<file path="src/rtl/irq_arb_pkg.sv">
// Shared types for the interrupt claim arbiter.
// Assumes context privilege modes are coded in two bits; only machine and
// supervisor codes are routed to hart request lines.
package irq_arb_pkg;

    typedef enum logic [1:0] {
        CTX_USER    = 2'b00,
        CTX_SUPER   = 2'b01,
        CTX_HYPER   = 2'b10,
        CTX_MACHINE = 2'b11
    } ctx_mode_e;

    // Width of each hart index field in the context-to-hart map parameter.
    localparam int HART_IDX_W = 4;

endpackage

</file>
<file path="src/rtl/irq_src_gateway.sv">
// Per-source pending and claimed state.
// Pending registers the line level every cycle, except that a claim of the
// same source clears it for that edge. Claimed is set by a claim and cleared
// by an in-range complete; a claim of a source wins over its complete.
// Assumes claim_id_i is always below NUM_SRC (it comes from the selectors).
module irq_src_gateway #(
    parameter int NUM_SRC = 12,
    parameter int ID_W    = 4
) (
    input  logic               clk,
    input  logic               rst_n,
    input  logic [NUM_SRC-1:0] line_i,
    input  logic               claim_set_i,
    input  logic [ID_W-1:0]    claim_id_i,
    input  logic               done_i,
    input  logic [ID_W-1:0]    done_id_i,
    output logic [NUM_SRC-1:0] pending_o,
    output logic [NUM_SRC-1:0] claimed_o
);

    logic done_ok;

    // Complete is honoured only for IDs inside the source range.
    assign done_ok = done_i && ({1'b0, done_id_i} < (ID_W+1)'(NUM_SRC));

    for (genvar s = 0; s < NUM_SRC; s++) begin : g_src
        if (s == 0) begin : g_rsvd
            // Source 0 is reserved and holds no state.
            assign pending_o[s] = 1'b0;
            assign claimed_o[s] = 1'b0;
        end else begin : g_live
            logic hit_claim;
            logic hit_done;
            logic pend_q;
            logic clm_q;

            assign hit_claim = claim_set_i && (claim_id_i == ID_W'(s));
            assign hit_done  = done_ok && (done_id_i == ID_W'(s));

            // Pending follows the line level, dropped for a claim edge.
            always_ff @(posedge clk) begin
                if (!rst_n) pend_q <= 1'b0;
                else        pend_q <= line_i[s] && !hit_claim;
            end

            // Claimed is set by a claim and released by a complete.
            always_ff @(posedge clk) begin
                if (!rst_n)         clm_q <= 1'b0;
                else if (hit_claim) clm_q <= 1'b1;
                else if (hit_done)  clm_q <= 1'b0;
            end

            assign pending_o[s] = pend_q;
            assign claimed_o[s] = clm_q;
        end
    end

    // a claimed source is captured and leaves the pending set.
    p_claim_take_r4: assert property (@(posedge clk) disable iff (!rst_n)
        claim_set_i |=> claimed_o[$past(claim_id_i)] && !pending_o[$past(claim_id_i)]);

    // an out-of-range complete leaves the claimed set untouched.
    p_oob_done_r5: assert property (@(posedge clk) disable iff (!rst_n)
        (done_i && ({1'b0, done_id_i} >= (ID_W+1)'(NUM_SRC)) && !claim_set_i)
        |=> $stable(claimed_o));

    // an in-range complete releases its source.
    p_done_clear_r5: assert property (@(posedge clk) disable iff (!rst_n)
        (done_i && ({1'b0, done_id_i} < (ID_W+1)'(NUM_SRC)) && !claim_set_i)
        |=> !claimed_o[$past(done_id_i)]);

endmodule

</file>
<file path="src/rtl/irq_cfg_store.sv">
// Configuration state: source priorities, context thresholds and context
// enable vectors, each written through a one-cycle strobe.
// Assumes write strobes are single-cycle and indices come from a decoded
// front end; out-of-range indices match no entry and are dropped.
module irq_cfg_store #(
    parameter int NUM_SRC  = 12,
    parameter int NUM_CTX  = 4,
    parameter int PRIO_W   = 3,
    parameter int MAX_PRIO = 5,
    parameter int ID_W     = 4,
    parameter int CTX_W    = 2
) (
    input  logic                             clk,
    input  logic                             rst_n,
    input  logic                             prio_we_i,
    input  logic [ID_W-1:0]                  prio_id_i,
    input  logic [PRIO_W-1:0]                prio_val_i,
    input  logic                             thr_we_i,
    input  logic [CTX_W-1:0]                 thr_ctx_i,
    input  logic [PRIO_W-1:0]                thr_val_i,
    input  logic                             en_we_i,
    input  logic [CTX_W-1:0]                 en_ctx_i,
    input  logic [NUM_SRC-1:0]               en_val_i,
    output logic [NUM_SRC-1:0][PRIO_W-1:0]   prio_o,
    output logic [NUM_CTX-1:0][PRIO_W-1:0]   thr_o,
    output logic [NUM_CTX-1:0][NUM_SRC-1:0]  en_o
);

    logic thr_in_range;

    // Threshold values above the top priority are refused.
    assign thr_in_range = ({1'b0, thr_val_i} <= (PRIO_W+1)'(MAX_PRIO));

    for (genvar s = 0; s < NUM_SRC; s++) begin : g_prio
        if (s == 0) begin : g_rsvd
            assign prio_o[s] = '0;
        end else begin : g_reg
            logic [PRIO_W-1:0] prio_q;
            // Holds the priority of one source.
            always_ff @(posedge clk) begin
                if (!rst_n)
                    prio_q <= '0;
                else if (prio_we_i && prio_id_i == ID_W'(s))
                    prio_q <= prio_val_i;
            end
            assign prio_o[s] = prio_q;
        end
    end

    for (genvar c = 0; c < NUM_CTX; c++) begin : g_ctx
        logic [PRIO_W-1:0]  thr_q;
        logic [NUM_SRC-1:0] en_q;

        // Holds the context threshold; oversized values are dropped.
        always_ff @(posedge clk) begin
            if (!rst_n)
                thr_q <= '0;
            else if (thr_we_i && thr_ctx_i == CTX_W'(c) && thr_in_range)
                thr_q <= thr_val_i;
        end

        // Holds the context enable vector with the reserved bit forced low.
        always_ff @(posedge clk) begin
            if (!rst_n)
                en_q <= '0;
            else if (en_we_i && en_ctx_i == CTX_W'(c))
                en_q <= en_val_i & ~NUM_SRC'(1);
        end

        assign thr_o[c] = thr_q;
        assign en_o[c]  = en_q;

        // a stored threshold never exceeds the top priority.
        p_thr_cap_r10: assert property (@(posedge clk) disable iff (!rst_n)
            {1'b0, thr_o[c]} <= (PRIO_W+1)'(MAX_PRIO));
    end

endmodule

</file>
<file path="src/rtl/irq_ctx_pick.sv">
// Winner search for one context: walks the sources upward from ID 1,
// keeping the threshold as the starting bar and replacing the winner only on
// a strictly greater priority, so the lowest ID wins a tie.
// Assumes source 0 carries no pending state; it is skipped regardless.
module irq_ctx_pick #(
    parameter int NUM_SRC = 12,
    parameter int PRIO_W  = 3,
    parameter int ID_W    = 4
) (
    input  logic [NUM_SRC-1:0]             pend_i,
    input  logic [NUM_SRC-1:0]             claimed_i,
    input  logic [NUM_SRC-1:0]             en_i,
    input  logic [NUM_SRC-1:0][PRIO_W-1:0] prio_i,
    input  logic [PRIO_W-1:0]              thr_i,
    output logic [ID_W-1:0]                pick_id_o
);

    logic [NUM_SRC-1:0] elig;
    logic [PRIO_W-1:0]  bar;

    // Eligible sources are pending, unclaimed and enabled here.
    assign elig = pend_i & ~claimed_i & en_i;

    // Linear strict-greater scan from the lowest ID.
    always_comb begin
        bar       = thr_i;
        pick_id_o = '0;
        for (int s = 1; s < NUM_SRC; s++) begin
            if (elig[s] && (prio_i[s] > bar)) begin
                bar       = prio_i[s];
                pick_id_o = ID_W'(s);
            end
        end
    end

endmodule

</file>
<file path="src/rtl/irq_claim_arbiter.sv">
// Top of the interrupt claim arbiter. Ties together source state, the
// configuration store and one winner search per context, registers each
// context's request and routes it to its hart's machine or supervisor line.
// Assumes a front end supplies one-cycle strobes; claim_id_o is combinational
// so it can be returned in the same cycle as the claim strobe.
module irq_claim_arbiter
    import irq_arb_pkg::*;
#(
    parameter int NUM_SRC  = 12,
    parameter int NUM_CTX  = 4,
    parameter int NUM_HART = 2,
    parameter int PRIO_W   = 3,
    parameter int MAX_PRIO = 5,
    parameter logic [2*NUM_CTX-1:0]          CTX_MODE = 8'b00_11_01_11,
    parameter logic [HART_IDX_W*NUM_CTX-1:0] CTX_HART = 16'h1100,
    localparam int ID_W  = (NUM_SRC > 1) ? $clog2(NUM_SRC) : 1,
    localparam int CTX_W = (NUM_CTX > 1) ? $clog2(NUM_CTX) : 1
) (
    input  logic                clk,
    input  logic                rst_n,
    input  logic [NUM_SRC-1:0]  irq_line_i,
    input  logic                prio_we_i,
    input  logic [ID_W-1:0]     prio_id_i,
    input  logic [PRIO_W-1:0]   prio_val_i,
    input  logic                thr_we_i,
    input  logic [CTX_W-1:0]    thr_ctx_i,
    input  logic [PRIO_W-1:0]   thr_val_i,
    input  logic                en_we_i,
    input  logic [CTX_W-1:0]    en_ctx_i,
    input  logic [NUM_SRC-1:0]  en_val_i,
    input  logic                claim_i,
    input  logic [CTX_W-1:0]    claim_ctx_i,
    output logic [ID_W-1:0]     claim_id_o,
    input  logic                done_i,
    input  logic [ID_W-1:0]     done_id_i,
    output logic [NUM_HART-1:0] mach_irq_o,
    output logic [NUM_HART-1:0] sup_irq_o
);

    logic [NUM_SRC-1:0]              pend;
    logic [NUM_SRC-1:0]              claimed;
    logic [NUM_SRC-1:0][PRIO_W-1:0]  prio;
    logic [NUM_CTX-1:0][PRIO_W-1:0]  thr;
    logic [NUM_CTX-1:0][NUM_SRC-1:0] en;
    logic [NUM_CTX-1:0][ID_W-1:0]    pick_id;
    logic [NUM_CTX-1:0]              pick_nz;
    logic [NUM_CTX-1:0]              ctx_irq_q;
    logic                            claim_set;

    irq_src_gateway #(
        .NUM_SRC (NUM_SRC),
        .ID_W    (ID_W)
    ) u_gateway (
        .clk         (clk),
        .rst_n       (rst_n),
        .line_i      (irq_line_i),
        .claim_set_i (claim_set),
        .claim_id_i  (claim_id_o),
        .done_i      (done_i),
        .done_id_i   (done_id_i),
        .pending_o   (pend),
        .claimed_o   (claimed)
    );

    irq_cfg_store #(
        .NUM_SRC  (NUM_SRC),
        .NUM_CTX  (NUM_CTX),
        .PRIO_W   (PRIO_W),
        .MAX_PRIO (MAX_PRIO),
        .ID_W     (ID_W),
        .CTX_W    (CTX_W)
    ) u_cfg (
        .clk        (clk),
        .rst_n      (rst_n),
        .prio_we_i  (prio_we_i),
        .prio_id_i  (prio_id_i),
        .prio_val_i (prio_val_i),
        .thr_we_i   (thr_we_i),
        .thr_ctx_i  (thr_ctx_i),
        .thr_val_i  (thr_val_i),
        .en_we_i    (en_we_i),
        .en_ctx_i   (en_ctx_i),
        .en_val_i   (en_val_i),
        .prio_o     (prio),
        .thr_o      (thr),
        .en_o       (en)
    );

    for (genvar c = 0; c < NUM_CTX; c++) begin : g_pick
        irq_ctx_pick #(
            .NUM_SRC (NUM_SRC),
            .PRIO_W  (PRIO_W),
            .ID_W    (ID_W)
        ) u_pick (
            .pend_i    (pend),
            .claimed_i (claimed),
            .en_i      (en[c]),
            .prio_i    (prio),
            .thr_i     (thr[c]),
            .pick_id_o (pick_id[c])
        );

        assign pick_nz[c] = (pick_id[c] != '0);

        // a selected source is pending, unclaimed and enabled here.
        p_pick_elig_r1: assert property (@(posedge clk) disable iff (!rst_n)
            pick_nz[c] |-> (pend[pick_id[c]] && !claimed[pick_id[c]] && en[c][pick_id[c]]));

        // a selected source is strictly above the context threshold.
        p_pick_thr_r2: assert property (@(posedge clk) disable iff (!rst_n)
            pick_nz[c] |-> (prio[pick_id[c]] > thr[c]));
    end

    // Claim response: the winner of the addressed context.
    always_comb begin
        if ({1'b0, claim_ctx_i} < (CTX_W+1)'(NUM_CTX))
            claim_id_o = pick_id[claim_ctx_i];
        else
            claim_id_o = '0;
    end

    assign claim_set = claim_i && (claim_id_o != '0);

    // Registers each context's request one cycle behind its selection.
    always_ff @(posedge clk) begin
        if (!rst_n) ctx_irq_q <= '0;
        else        ctx_irq_q <= pick_nz;
    end

    // Routes context requests to hart lines by mode; other modes are dropped.
    always_comb begin
        mach_irq_o = '0;
        sup_irq_o  = '0;
        for (int c = 0; c < NUM_CTX; c++) begin
            for (int h = 0; h < NUM_HART; h++) begin
                if (int'(CTX_HART[HART_IDX_W*c +: HART_IDX_W]) == h) begin
                    if (CTX_MODE[2*c +: 2] == CTX_MACHINE)
                        mach_irq_o[h] = mach_irq_o[h] | ctx_irq_q[c];
                    else if (CTX_MODE[2*c +: 2] == CTX_SUPER)
                        sup_irq_o[h] = sup_irq_o[h] | ctx_irq_q[c];
                end
            end
        end
    end

    // each request equals the previous cycle's selection result.
    p_irq_lag_r3: assert property (@(posedge clk) disable iff (!rst_n)
        1'b1 |=> (ctx_irq_q == $past(pick_nz)));

    // reset leaves every request low.
    p_reset_clear_r8: assert property (@(posedge clk)
        !rst_n |=> (ctx_irq_q == '0));

    // a claim with no winner does not touch the claimed set.
    p_empty_claim_r11: assert property (@(posedge clk) disable iff (!rst_n)
        (claim_i && claim_id_o == '0 && !done_i) |=> $stable(claimed));

endmodule

</file>
<file path="config.mk">
export PLATFORM = sky130hd
export DESIGN_NAME = irq_claim_arbiter
export DESIGN_NICKNAME = d
export VERILOG_FILES = /design/src/rtl/irq_arb_pkg.sv /design/src/rtl/irq_src_gateway.sv /design/src/rtl/irq_cfg_store.sv /design/src/rtl/irq_ctx_pick.sv /design/src/rtl/irq_claim_arbiter.sv
export SDC_FILE = /design/constraint.sdc
export NUM_CORES = 1
export LEC_CHECK = 0
export BUFFER_PORTS_ARGS = -buffer_cell sky130_fd_sc_hd__buf_2
export CAP_MARGIN = 20
export CELL_PAD_IN_SITES_DETAIL_PLACEMENT = 0
export CELL_PAD_IN_SITES_GLOBAL_PLACEMENT = 1
export CORE_ASPECT_RATIO = 1.4
export CORE_UTILIZATION = 40
export DETAILED_ROUTE_END_ITERATION = 16
export PLACE_DENSITY = 0.83
export SYNTH_ARGS = -nofsm -noshare
export SYNTH_HDL_FRONTEND = slang
export SYNTH_SLANG_ARGS = --single-unit
</file>
<file path="constraint.sdc">
create_clock -name clk -period 32.7 [get_ports clk]
set_input_delay 3.27 -clock clk [delete_from_list [all_inputs] [get_ports clk]]
set_output_delay 3.27 -clock clk [all_outputs]
set_load 0.05 [all_outputs]
</file>
==> impl_results.md, run 1 <==
- Power density over cell area: 34.31 nW/um2
- Startpoint Class: register
- Die X: 136.2 um
- FMAX: 44.01 MHz
- Slowest CP cell: o311ai_1
- Final core occ: 45.22%
- Net Count, Synth: 1441
- Flop pwr share: 38.6%
- Mapped Area: 10080 um2
- Skew final: 0.01097 ns
- Vias: 10.29k
- Switch Pwr: 112.1 uW
- Hpwl dp: 26.72 mm
- Largest net degree at the start of global routing: 101
- Die area: 25850 um2
- Layout net count: 1464
- IO buf count: 55
- Worst EP required: 29.43 ns
- Final WS setup: 9.977 ns
- Io pins: 59
- Ys async rst share: 0%
- Worst skew pair latency: 0.43 ns
- Netlist cell types: 101
- CTS tree: yes
- Synth Area in Compound Gates: 27.26%
- Initial antenna violation count: 0
- Worst slack at placement: 10.88 ns
- Critical path peak fanout: 17
- Sum Neg Setup Slack: 0 ns
- Post-Synth XOR/XNOR Area: 0%
- CTS resizes: 0
- Final wirelength: 34.26 mm
- RSZ-0062 raised after global routing: false
- Period utilization: 69.49%
- Clk sinks: 114
- Layout cells sized above 1: 13.25%
- Register area share after synthesis: 22.64%
- DRC: 0
- CTS clk-pin slew, worst paths: 0.07 ns
- Initial Utilization: 40.86%
- Iter 0 DRT Violations: 837
- Leak: 0.004338 uW
- Combinational Power Share: 13.3%
- H-tree levels: 4
- Max VDD drop: 0.00003500 V
- Post-synthesis adder-cell area fraction: 9.643%
- FILL cells: 2535
- CTS buffer count: 17
- Final Hold Viols: 0
- Mux cell area share after synthesis: 9.581%
- Longest Clk Path Bufs: 2
- Endpoints failing setup: 0
- Hold Path Class: reg -> reg
- Relative slew slack: 23.77%
- Antenna diodes: 0
- Routed met1 length: 13.44 mm
- Total core area: 24670 um2
- Met3 WL: 1.448 mm
- Avg Synthesized Cell Area: 7.626 um2
- Final worst path period need: 22.72 ns
- Synth Register Bits: 114
- Largest family of logic cells by synthesized area: compound AO/OA/AOI/OAI gates
- Highest routed layer: met4
- Tot GR Track Use: 27.24%
- Most used cell, CP: ha_1
- Via density: 6.152
- Setup bufs post-CTS: 0
- Post-Syn Instances: 1322
- Post-synth EDFFs: 0
- Switching part of the total: 29.30%
- MaxCap Viol Count: 0
- Wire per inst: 20.48 um
- Final slew viol count: 0
- First-pass GRT wire length: 53.72 mm
- Grt total ovfl: 0
- Clock network fraction of design power: 48.1%
- Layout area overhead: 10.66%
- Int Power: 270.6 uW
- Slew @ Worst Pin: 1.126 ns
- Vias in the first global route: 9799
- Crit. End Element: primary output
- Yosys warns: 0
- Routability cong.: 0.9415
- Antenna Nets Post-Route: 0
- Met2 wire length: 17.14 mm
- Clock Tree Root: clkbuf_16
- Top_reg_cell synth: dfxtp_1
- Pre-Repair DR Iteration Count: 7
- Placed Instances: 1641
- Synth Area in Simple Gates: 26.43%
- Hold-fix buffers, CTS: 0
- Crit Path Class: reg -> out
- Die height: 189.9 um
- Fin cells: 1673
- Crit path DAT: 19.45 ns
- # rows: 68
- Slowest stage delay, CP: 0.91 ns
- Run status: complete, no violations
[through the flow]
stage,power [uW],hold WS [ns],instance area (um2)
finish,382.8,0.4497,11160
global route,397.6,0.4766,11160
CTS,383.7,0.4516,11160
detailed placement,200.7,0.4437,10580
global placement,199.8,0.4383,10580
floorplan,183.8,0.4317,10080
[power by group through the flow]
stage	clock, uW	sequential [uW]	combinational, uW
2_1_floorplan	0	148	35.6
3_3_place_gp	0	150	49.3
4_1_cts	186	147	50.5
5_1_grt	193	148	56.1
6_report	184	148	51.0
3_5_place_dp	0	151	50.2
[logic make-up after synthesis]
group,Yosys count
AOI/OAI and AO/OA,383
adders and majority gates,80
buffers and inverters,112
DFF,114
muxes,92
other,1
and+or+nand+nor,540
[synthesized netlist by cell type, drive strengths merged (7+ instances only)]
cell / n / area share, %
a21boi: 12 / 0.89
a21o: 17 / 1.3
a21oi: 95 / 4.8
a31o: 7 / 0.61
a31oi: 33 / 2.3
a41oi: 7 / 0.68
and2: 23 / 1.4
and3: 25 / 1.7
buf: 9 / 0.55
clkbuf: 51 / 1.9
dfxtp: 114 / 23
ha: 68 / 8.4
inv: 52 / 2.0
maj3: 12 / 1.2
mux2: 33 / 3.7
mux2i: 59 / 5.9
nand2: 170 / 6.5
nand2b: 11 / 0.68
nand3: 69 / 3.5
nand3b: 11 / 0.82
nand4: 12 / 0.74
nor2: 125 / 4.7
nor2b: 22 / 1.4
nor3: 18 / 0.89
nor3b: 10 / 0.86
nor4: 7 / 0.50
o2111ai: 15 / 1.3
o211a: 9 / 0.89
o211ai: 14 / 1.1
o21a: 12 / 0.89
o21ai: 51 / 2.5
o22ai: 7 / 0.43
o31ai: 14 / 1.0
o41ai: 13 / 1.1
or2: 13 / 0.81
or3: 9 / 0.66
[routing by layer]
layer  up-vias  track usage [%]
met1      4870            30.09
li1       4993                -
met4         0            17.56
met5         -                0
met2       332            48.34
met3        97            3.517
[worst max-delay path, delay by kind of cell (launching register included)]
| kind | cells | cell delay (ns) |
|---|---|---|
| and+or+nand+nor | 21 | 3.72 |
| DFF | 1 | 0.76 |
| AOI/OAI and AO/OA | 24 | 6.45 |
| adders and majority gates | 15 | 4.68 |
| muxes | 7 | 2.69 |
| buffers and inverters | 4 | 0.70 |
[flip-flops by register name, indices dropped and copies added (netlist names)]
register	flops
u_gateway.g_src.g_live.pend_q	11
u_gateway.g_src.g_live.clm_q	11
u_cfg.g_ctx.en_q	44
u_cfg.g_ctx.thr_q	12
u_cfg.g_prio.g_reg.prio_q	33
ctx_irq_q	3
[worst paths after layout]
check	from	endpoint	slack, ns	depth (start not counted)
worst max-delay path	u_cfg.g_prio[1].g_reg.prio_q[2]$_SDFFE_PN0P_	claim_id_o[3]	9.98	71
worst min-delay path	u_cfg.g_ctx[1].en_q[3]$_SDFFE_PN0P_	u_cfg.g_ctx[1].en_q[3]$_SDFFE_PN0P_	0.45	2
worst max register to register	u_cfg.g_prio[1].g_reg.prio_q[2]$_SDFFE_PN0P_	u_gateway.g_src[2].g_live.clm_q$_SDFFE_PN0P_	13.56	71
worst min register to register	u_cfg.g_ctx[1].en_q[3]$_SDFFE_PN0P_	u_cfg.g_ctx[1].en_q[3]$_SDFFE_PN0P_	0.45	2
[cells in the final DEF (no fill, tap or decap), types with 14 or more instances in the layout]
cell type  count
and3_1        23
nand3_1       68
o31ai_1       14
and2_1        22
mux2i_1       58
buf_2         55
mux2_2        32
a21o_1        17
a21oi_1       93
ha_1          68
o21ai_0       45
a31oi_1       31
clkbuf_16     17
nor2b_1       21
dfxtp_1      114
nand2_1      166
o2111ai_1     15
nor3_1        18
inv_1         48
nor2_1       125
[area by class of cell]
type	count	area (um2)	share of cell area, %
multi-input combinational	1096	7361	65.97
sequential	114	2282	20.46
clock buffer	19	452.9	4.060
tap	315	394.1	3.533
timing repair buffer	64	342.8	3.073
inverter	52	197.7	1.772
clock inverter	13	126.4	1.133
Note: power is estimated with default switching activity, not from simulation.
==> inputs of run 2 (changes only) <==
==> constraint.sdc (replaced) <==
create_clock -name clk -period 23.1 [get_ports clk]
set_input_delay 2.31 -clock clk [delete_from_list [all_inputs] [get_ports clk]]
set_output_delay 2.31 -clock clk [all_outputs]
set_load 0.05 [all_outputs]
==> impl_results.md, run 2 (synthesis results as in run 1) <==
- Leak: 0.004353 uW (+0.34%)
- Worst skew pair latency: 0.43 ns (about the same)
- Antenna diodes: 0 (unchanged)
- Top Registers: u_cfg.g_ctx.en_q x44, u_cfg.g_prio.g_reg.prio_q x33, u_cfg.g_ctx.thr_q x12
- Die X: 136.2 um (unchanged)
- Hold Path Class: reg -> reg
- Layout area overhead: 10.80%
- DP Area: 10600 um2 (+0.21%)
- Hpwl dp: 27.01 mm (+1.1%)
- MaxCap Viol Count: 0 (unchanged)
- Initial Utilization: 40.86% (unchanged)
- Skew final: 0.009533 ns (-0.001437 ns)
- Relative slew slack: 23.08% (-0.69 points)
- Fin cells: 1676 (+0.18%)
- R2r worst-path depth: 71 (unchanged)
- Design Area, Final: 11170 um2 (+0.12%)
- Clock network fraction of design power: 47.7% (-0.4 points)
- Hold Crit Depth: 2 (unchanged)
- FMAX: 48.23 MHz
- Switch Pwr: 152.8 uW (+36%)
- Combinational Power Share: 13.4% (about the same)
- First-pass GRT wire length: 53.34 mm (-0.71%)
- RSZ-0062 raised after global routing: false
- CTS buffer count: 17 (unchanged)
- Iter 0 DRT Violations: 869 (+3.8%)
- Final core occ: 45.27% (+0.056 points)
- Sum Neg Setup Slack: 0 ns (unchanged)
- Leading cell type in the layout, fill and taps excluded: nand2_1
- Initial antenna violation count: 0 (unchanged)
- Total core area: 24670 um2 (unchanged)
- Switching part of the total: 28.37% (-0.93 points)
- Met2 wire length: 16.94 mm (-1.2%)
- Startpoint Class: register
- Max VDD drop: 0.00004644 V (+33%)
- Worst slack at placement: 3.111 ns (-7.768 ns)
- Routed met1 length: 12.97 mm (-3.5%)
- Critical path peak fanout: 14 (-3)
- Longest Clk Path Bufs: 2 (unchanged)
- Routability cong.: 0.9100 (-3.3%)
- CTS clk-pin slew, worst paths: 0.06 ns (about the same)
- H-tree levels: 4 (unchanged)
- WHS Endpoint: u_cfg.g_ctx[2].en_q[4]$_SDFFE_PN0P_
- Wire per inst: 20.39 um (-0.42%)
- Worst R2R Setup Slack: 5.02 ns (-8.54 ns)
- Final slew viol count: 0 (unchanged)
- Grt total ovfl: 0 (unchanged)
- Hold-fix buffers, CTS: 0 (unchanged)
- # rows: 68 (unchanged)
- Reg-to-Reg Start: u_cfg.g_prio[1].g_reg.prio_q[1]$_SDFFE_PN0P_
- Crit Path Class: reg -> out
- DRC: 0 (unchanged)
- Met3 WL: 1.598 mm (+10%)
- Endpoints failing setup: 0 (unchanged)
- Tot GR Track Use: 27.20% (-0.045 points)
- Vias: 10.32k (+0.23%)
- Slowest stage delay, CP: 0.74 ns (-0.17 ns)
- Int Power: 385.8 uW (+43%)
- Max reg flops: 44 (unchanged)
- Power density over cell area: 48.21 nW/um2 (+41%)
- Antenna Nets Post-Route: 0 (unchanged)
- Layout net count: 1467 (+0.20%)
- CTS resizes: 0 (unchanged)
- Commonest cells after routing, fill and taps aside: nand2_1, nor2_1, dfxtp_1, a21oi_1
- Final Hold Viols: 0 (unchanged)
- Crit path DAT: 18.42 ns (-1.03 ns)
- Pre-Repair DR Iteration Count: 5 (-2)
- Clock Tree Root: clkbuf_16
- Period utilization: 89.76%
- Crit. End Element: primary output
- Register bank with the most flops: u_cfg.g_ctx.en_q
- Largest net degree at the start of global routing: 101 (unchanged)
- Clk sinks: 114 (unchanged)
- Highest routed layer: met4
- Via density: 6.155 (about the same)
- IO buf count: 55 (unchanged)
- Io pins: 59 (unchanged)
- End of the worst register-to-register path: u_gateway.g_src[2].g_live.clm_q$_SDFFE_PN0P_
- Slowest CP cell: o311ai_1
- Die height: 189.9 um (unchanged)
- Worst path top cell family by delay: compound AO/OA/AOI/OAI gates
- Placed Instances: 1644 (+0.18%)
- Min-Delay Startpoint: u_cfg.g_ctx[2].en_q[4]$_SDFFE_PN0P_
- Setup bufs post-CTS: 0 (unchanged)
- Slew @ Worst Pin: 1.154 ns (+0.02810 ns)
- Vias in the first global route: 9727 (-0.73%)
- Layout cells sized above 1: 13.37% (+0.12 points)
- Flop pwr share: 38.9% (+0.3 points)
- Most used cell, CP: ha_1
- Die area: 25850 um2 (unchanged)
- WP buf/inv: 4 (unchanged)
- Final WS setup: 2.365 ns (-7.612 ns)
- Run status: complete, no violations
- Worst EP required: 20.79 ns (-8.64 ns)
- CTS tree: yes
- Final worst path period need: 20.73 ns
- Final wirelength: 34.17 mm (-0.24%)
[run 2: changes by cell type in the layout (fill, tap and decap cells not counted)]
| cell | before | now |
|---|---|---|
| clkinv_2 | 1 | 5 |
| clkbuf_8 | 2 | 0 |
| clkbuf_1 | 0 | 1 |
| inv_6 | 4 | 0 |
| buf_4 | 9 | 12 |
| bufinv_16 | 1 | 2 |
[run 2: worst min-delay path, delay by kind of cell (launching register included)]
kind | cells | cell delay, ns
AND/OR/NAND/NOR | 1 | 0.05
AO/OA/AOI/OAI | 1 | 0.05
flip-flops | 1 | 0.30
[run 2: area by class of cell]
class,count,area [um2]
Multi-Input combinational cell,1096,7361
Fill cell,2494,13500
Inverter,52,197.7
Clock buffer,18,429.2
Timing Repair Buffer,67,365.4
Sequential cell,114,2282
Clock inverter,14,141.4
Tap cell,315,394.1
[run 2: metal layers]
layer	vias to the layer above	GRT usage, %
li1	5008	-
met1	4832	29.50
met2	360	47.33
met3	116	3.837
met4	0	20.47
met5	-	0
[run 2: stage by stage]
stage	total power, uW	hold WS [ns]
after floorplan	260.1	0.4317
after global placement	283.2	0.4405
after detailed placement	284.5	0.4464
after CTS	543.0	0.4548
after global routing	558.8	0.4777
final	538.6	0.4520
[run 2: worst max-delay path by stage]
stage	from	endpoint	slack [ns]	depth (start not counted)
floorplan	u_cfg.g_prio[1].g_reg.prio_q[0]$_SDFFE_PN0P_	claim_id_o[3]	5.58	72
global placement	u_cfg.g_prio[1].g_reg.prio_q[1]$_SDFFE_PN0P_	claim_id_o[3]	3.34	71
detailed placement	u_cfg.g_prio[1].g_reg.prio_q[1]$_SDFFE_PN0P_	claim_id_o[3]	3.11	71
CTS	u_cfg.g_prio[1].g_reg.prio_q[1]$_SDFFE_PN0P_	claim_id_o[3]	2.60	71
global route	u_cfg.g_prio[1].g_reg.prio_q[1]$_SDFFE_PN0P_	claim_id_o[3]	1.30	71
finish	u_cfg.g_prio[1].g_reg.prio_q[1]$_SDFFE_PN0P_	claim_id_o[3]	2.37	71
[run 2: power groups by stage]
stage	logic (uW)	registers (uW)	clock network, uW
after detailed placement	71.1	213	0
final	72.0	209	257
after CTS	71.4	209	262
after global routing	79.3	210	270
after floorplan	50.4	210	0
after global placement	69.9	213	0
==> inputs of run 3 (changes only) <==
--- a/config.mk
+++ b/config.mk
@@ -12,7 +12,7 @@
 export CORE_ASPECT_RATIO = 1.4
 export CORE_UTILIZATION = 40
 export DETAILED_ROUTE_END_ITERATION = 16
-export PLACE_DENSITY = 0.83
+export PLACE_DENSITY_LB_ADDON = 0.12
 export SYNTH_ARGS = -nofsm -noshare
 export SYNTH_HDL_FRONTEND = slang
 export SYNTH_SLANG_ARGS = --single-unit
==> constraint.sdc (replaced) <==
create_clock -name clk -period 23.1 [get_ports clk]
set_input_delay 1.155 -clock clk [delete_from_list [all_inputs] [get_ports clk]]
set_output_delay 1.155 -clock clk [all_outputs]
set_load 0.05 [all_outputs]
==> impl_results.md, run 3 (synthesis results as in run 1) <==
- Run status: complete, no violations
- Tot GR Track Use: 29.06% (+1.9 points)
- Leading cell type in the layout, fill and taps excluded: nand2_1
- Worst R2R Setup Slack: 4.52 ns (-0.50 ns)
- Max reg flops: 44 (unchanged)
- Layout area overhead: 11.02%
- Layout net count: 1464 (-0.20%)
- Top Registers: u_cfg.g_ctx.en_q x44, u_cfg.g_prio.g_reg.prio_q x33, u_cfg.g_ctx.thr_q x12
- Antenna Nets Post-Route: 0 (unchanged)
- Hold Path Class: reg -> reg
- Fin cells: 1673 (-0.18%)
- Max VDD drop: 0.00005174 V (+11%)
- Largest net degree at the start of global routing: 101 (unchanged)
- Vias in the first global route: 9512 (-2.2%)
- Io pins: 59 (unchanged)
- IO buf count: 55 (unchanged)
- Highest routed layer: met4
- Initial Utilization: 40.86% (unchanged)
- FILL cells: 2582 (+3.5%)
- Skew final: 0.01137 ns (+0.001835 ns)
- Sum Neg Setup Slack: 0 ns (unchanged)
- Pre-Repair DR Iteration Count: 5 (unchanged)
- Worst path top cell family by delay: compound AO/OA/AOI/OAI gates
- Initial antenna violation count: 0 (unchanged)
- Routed met1 length: 15.47 mm (+19%)
- Final Hold Viols: 0 (unchanged)
- Routability cong.: 0.9273 (+1.9%)
- Layout cells sized above 1: 13.40% (+0.030 points)
- Hpwl dp: 28.18 mm (+4.3%)
- CTS clk-pin slew, worst paths: 0.07 ns (about the same)
- Crit path DAT: 18.93 ns (+0.51 ns)
- CTS buffer count: 17 (unchanged)
- Die height: 189.9 um (unchanged)
- Endpoints failing setup: 0 (unchanged)
- Placed Instances: 1640 (-0.24%)
- # rows: 68 (unchanged)
- Most used cell, CP: ha_1
- Period utilization: 86.96% (-2.8 points)
- Slew @ Worst Pin: 1.054 ns (-0.1001 ns)
- Register Area: 2282 um2 (unchanged)
- RSZ-0062 raised after global routing: false
- Final wirelength: 36.82 mm (+7.7%)
- Area of the multi-input gates: 7366 um2 (about the same)
- Startpoint Class: register
- Leak: 0.004361 uW (+0.17%)
- Longest Clk Path Bufs: 2 (unchanged)
- Setup bufs post-CTS: 0 (unchanged)
- First-pass GRT wire length: 55.73 mm (+4.5%)
- Met2 wire length: 18.30 mm (+8.0%)
- MaxCap Viol Count: 0 (unchanged)
- Clock Tree Root: clkbuf_16
- Worst skew pair latency: 0.44 ns (about the same)
- Met3 WL: 925 um (-42%)
- Register bank with the most flops: u_cfg.g_ctx.en_q
- Clk sinks: 114 (unchanged)
- FMAX: 49.78 MHz (+3.2%)
- Wire per inst: 22.01 um (+7.9%)
- Via density: 6.108 (-0.77%)
- WP buf/inv: 4 (unchanged)
- Final worst path period need: 20.09 ns (-0.6475 ns)
- Vias: 10.22k (-0.95%)
- Critical path peak fanout: 14 (unchanged)
- DRC: 0 (unchanged)
- Iter 0 DRT Violations: 625 (-28%)
- Antenna diodes: 0 (unchanged)
- CTS tree: yes
- Die X: 136.2 um (unchanged)
- Total core area: 24670 um2 (unchanged)
- H-tree levels: 4 (unchanged)
- Grt total ovfl: 0 (unchanged)
- Worst EP required: 21.95 ns (+1.16 ns)
- Die area: 25850 um2 (unchanged)
- Commonest cells after routing, fill and taps aside: nand2_1, nor2_1, dfxtp_1, a21oi_1
- Hold-fix buffers, CTS: 0 (unchanged)
- Crit Path Class: reg -> out
- Crit. End Element: primary output
- Power density over cell area: 49.91 nW/um2 (+3.5%)
- Slowest stage delay, CP: 0.78 ns (+0.04 ns)
- Final slew viol count: 0 (unchanged)
- Relative slew slack: 29.56% (+6.5 points)
- Slowest CP cell: o311ai_1
- CTS resizes: 0 (unchanged)
## run 3: stage by stage
stage | power (uW) | hold WS, ns | setup WS, ns | cell area, um2 | util, %
after floorplan | 260.1 | 0.4317 | 6.732 | 10080 | -
after global placement | 285.0 | 0.4418 | 3.956 | 10580 | 42.87
after detailed placement | 286.0 | 0.4464 | 3.740 | 10580 | 42.87
after CTS | 562.3 | 0.4558 | 3.215 | 11170 | 45.28
after global routing | 579.2 | 0.4768 | 1.812 | 11190 | 45.37
final | 558.6 | 0.4578 | 3.013 | 11190 | 45.37
## run 3: per-layer routing
layer  vias up  global-route usage, %
met3        79                  3.224
met2       240                  50.47
met4         0                  17.22
met1      4898                  33.92
li1       5001                      -
met5         -                      0
## run 3: layout make-up
| class | instances | area share, % |
|---|---|---|
| Clock buffer | 17 | 3.801 |
| Clock inverter | 15 | 1.531 |
| Inverter | 52 | 1.777 |
| Multi-Input combinational cell | 1096 | 65.81 |
| Sequential cell | 114 | 20.39 |
| Tap cell | 315 | 3.521 |
| Timing Repair Buffer | 64 | 3.175 |
## run 3: worst paths after layout
kind         cells after the start                                           end                                    startpoint
max                             69                                 claim_id_o[3]  u_cfg.g_prio[1].g_reg.prio_q[1]$_SDFFE_PN0P_
min                              2           u_cfg.g_ctx[1].en_q[3]$_SDFFE_PN0P_           u_cfg.g_ctx[1].en_q[3]$_SDFFE_PN0P_
max reg2reg                     69  u_gateway.g_src[2].g_live.clm_q$_SDFFE_PN0P_  u_cfg.g_prio[1].g_reg.prio_q[1]$_SDFFE_PN0P_
min reg2reg                      2           u_cfg.g_ctx[1].en_q[3]$_SDFFE_PN0P_           u_cfg.g_ctx[1].en_q[3]$_SDFFE_PN0P_
## run 3: report_power, final
| group | switching, uW | leakage [uW] | internal [uW] | total [uW] |
|---|---|---|---|---|
| clock | 114 | 0.000292 | 162 | 276 |
| combinational | 47.9 | 0.00314 | 26.1 | 74.1 |
| sequential | 6.54 | 0.000926 | 202 | 209 |
## run 3: tightest hold or removal path, delay by kind of cell, from the launching register on
kind / cells / cell delay [ns]
flops: 1 / 0.31
simple gates: 1 / 0.05
compound gates: 1 / 0.05
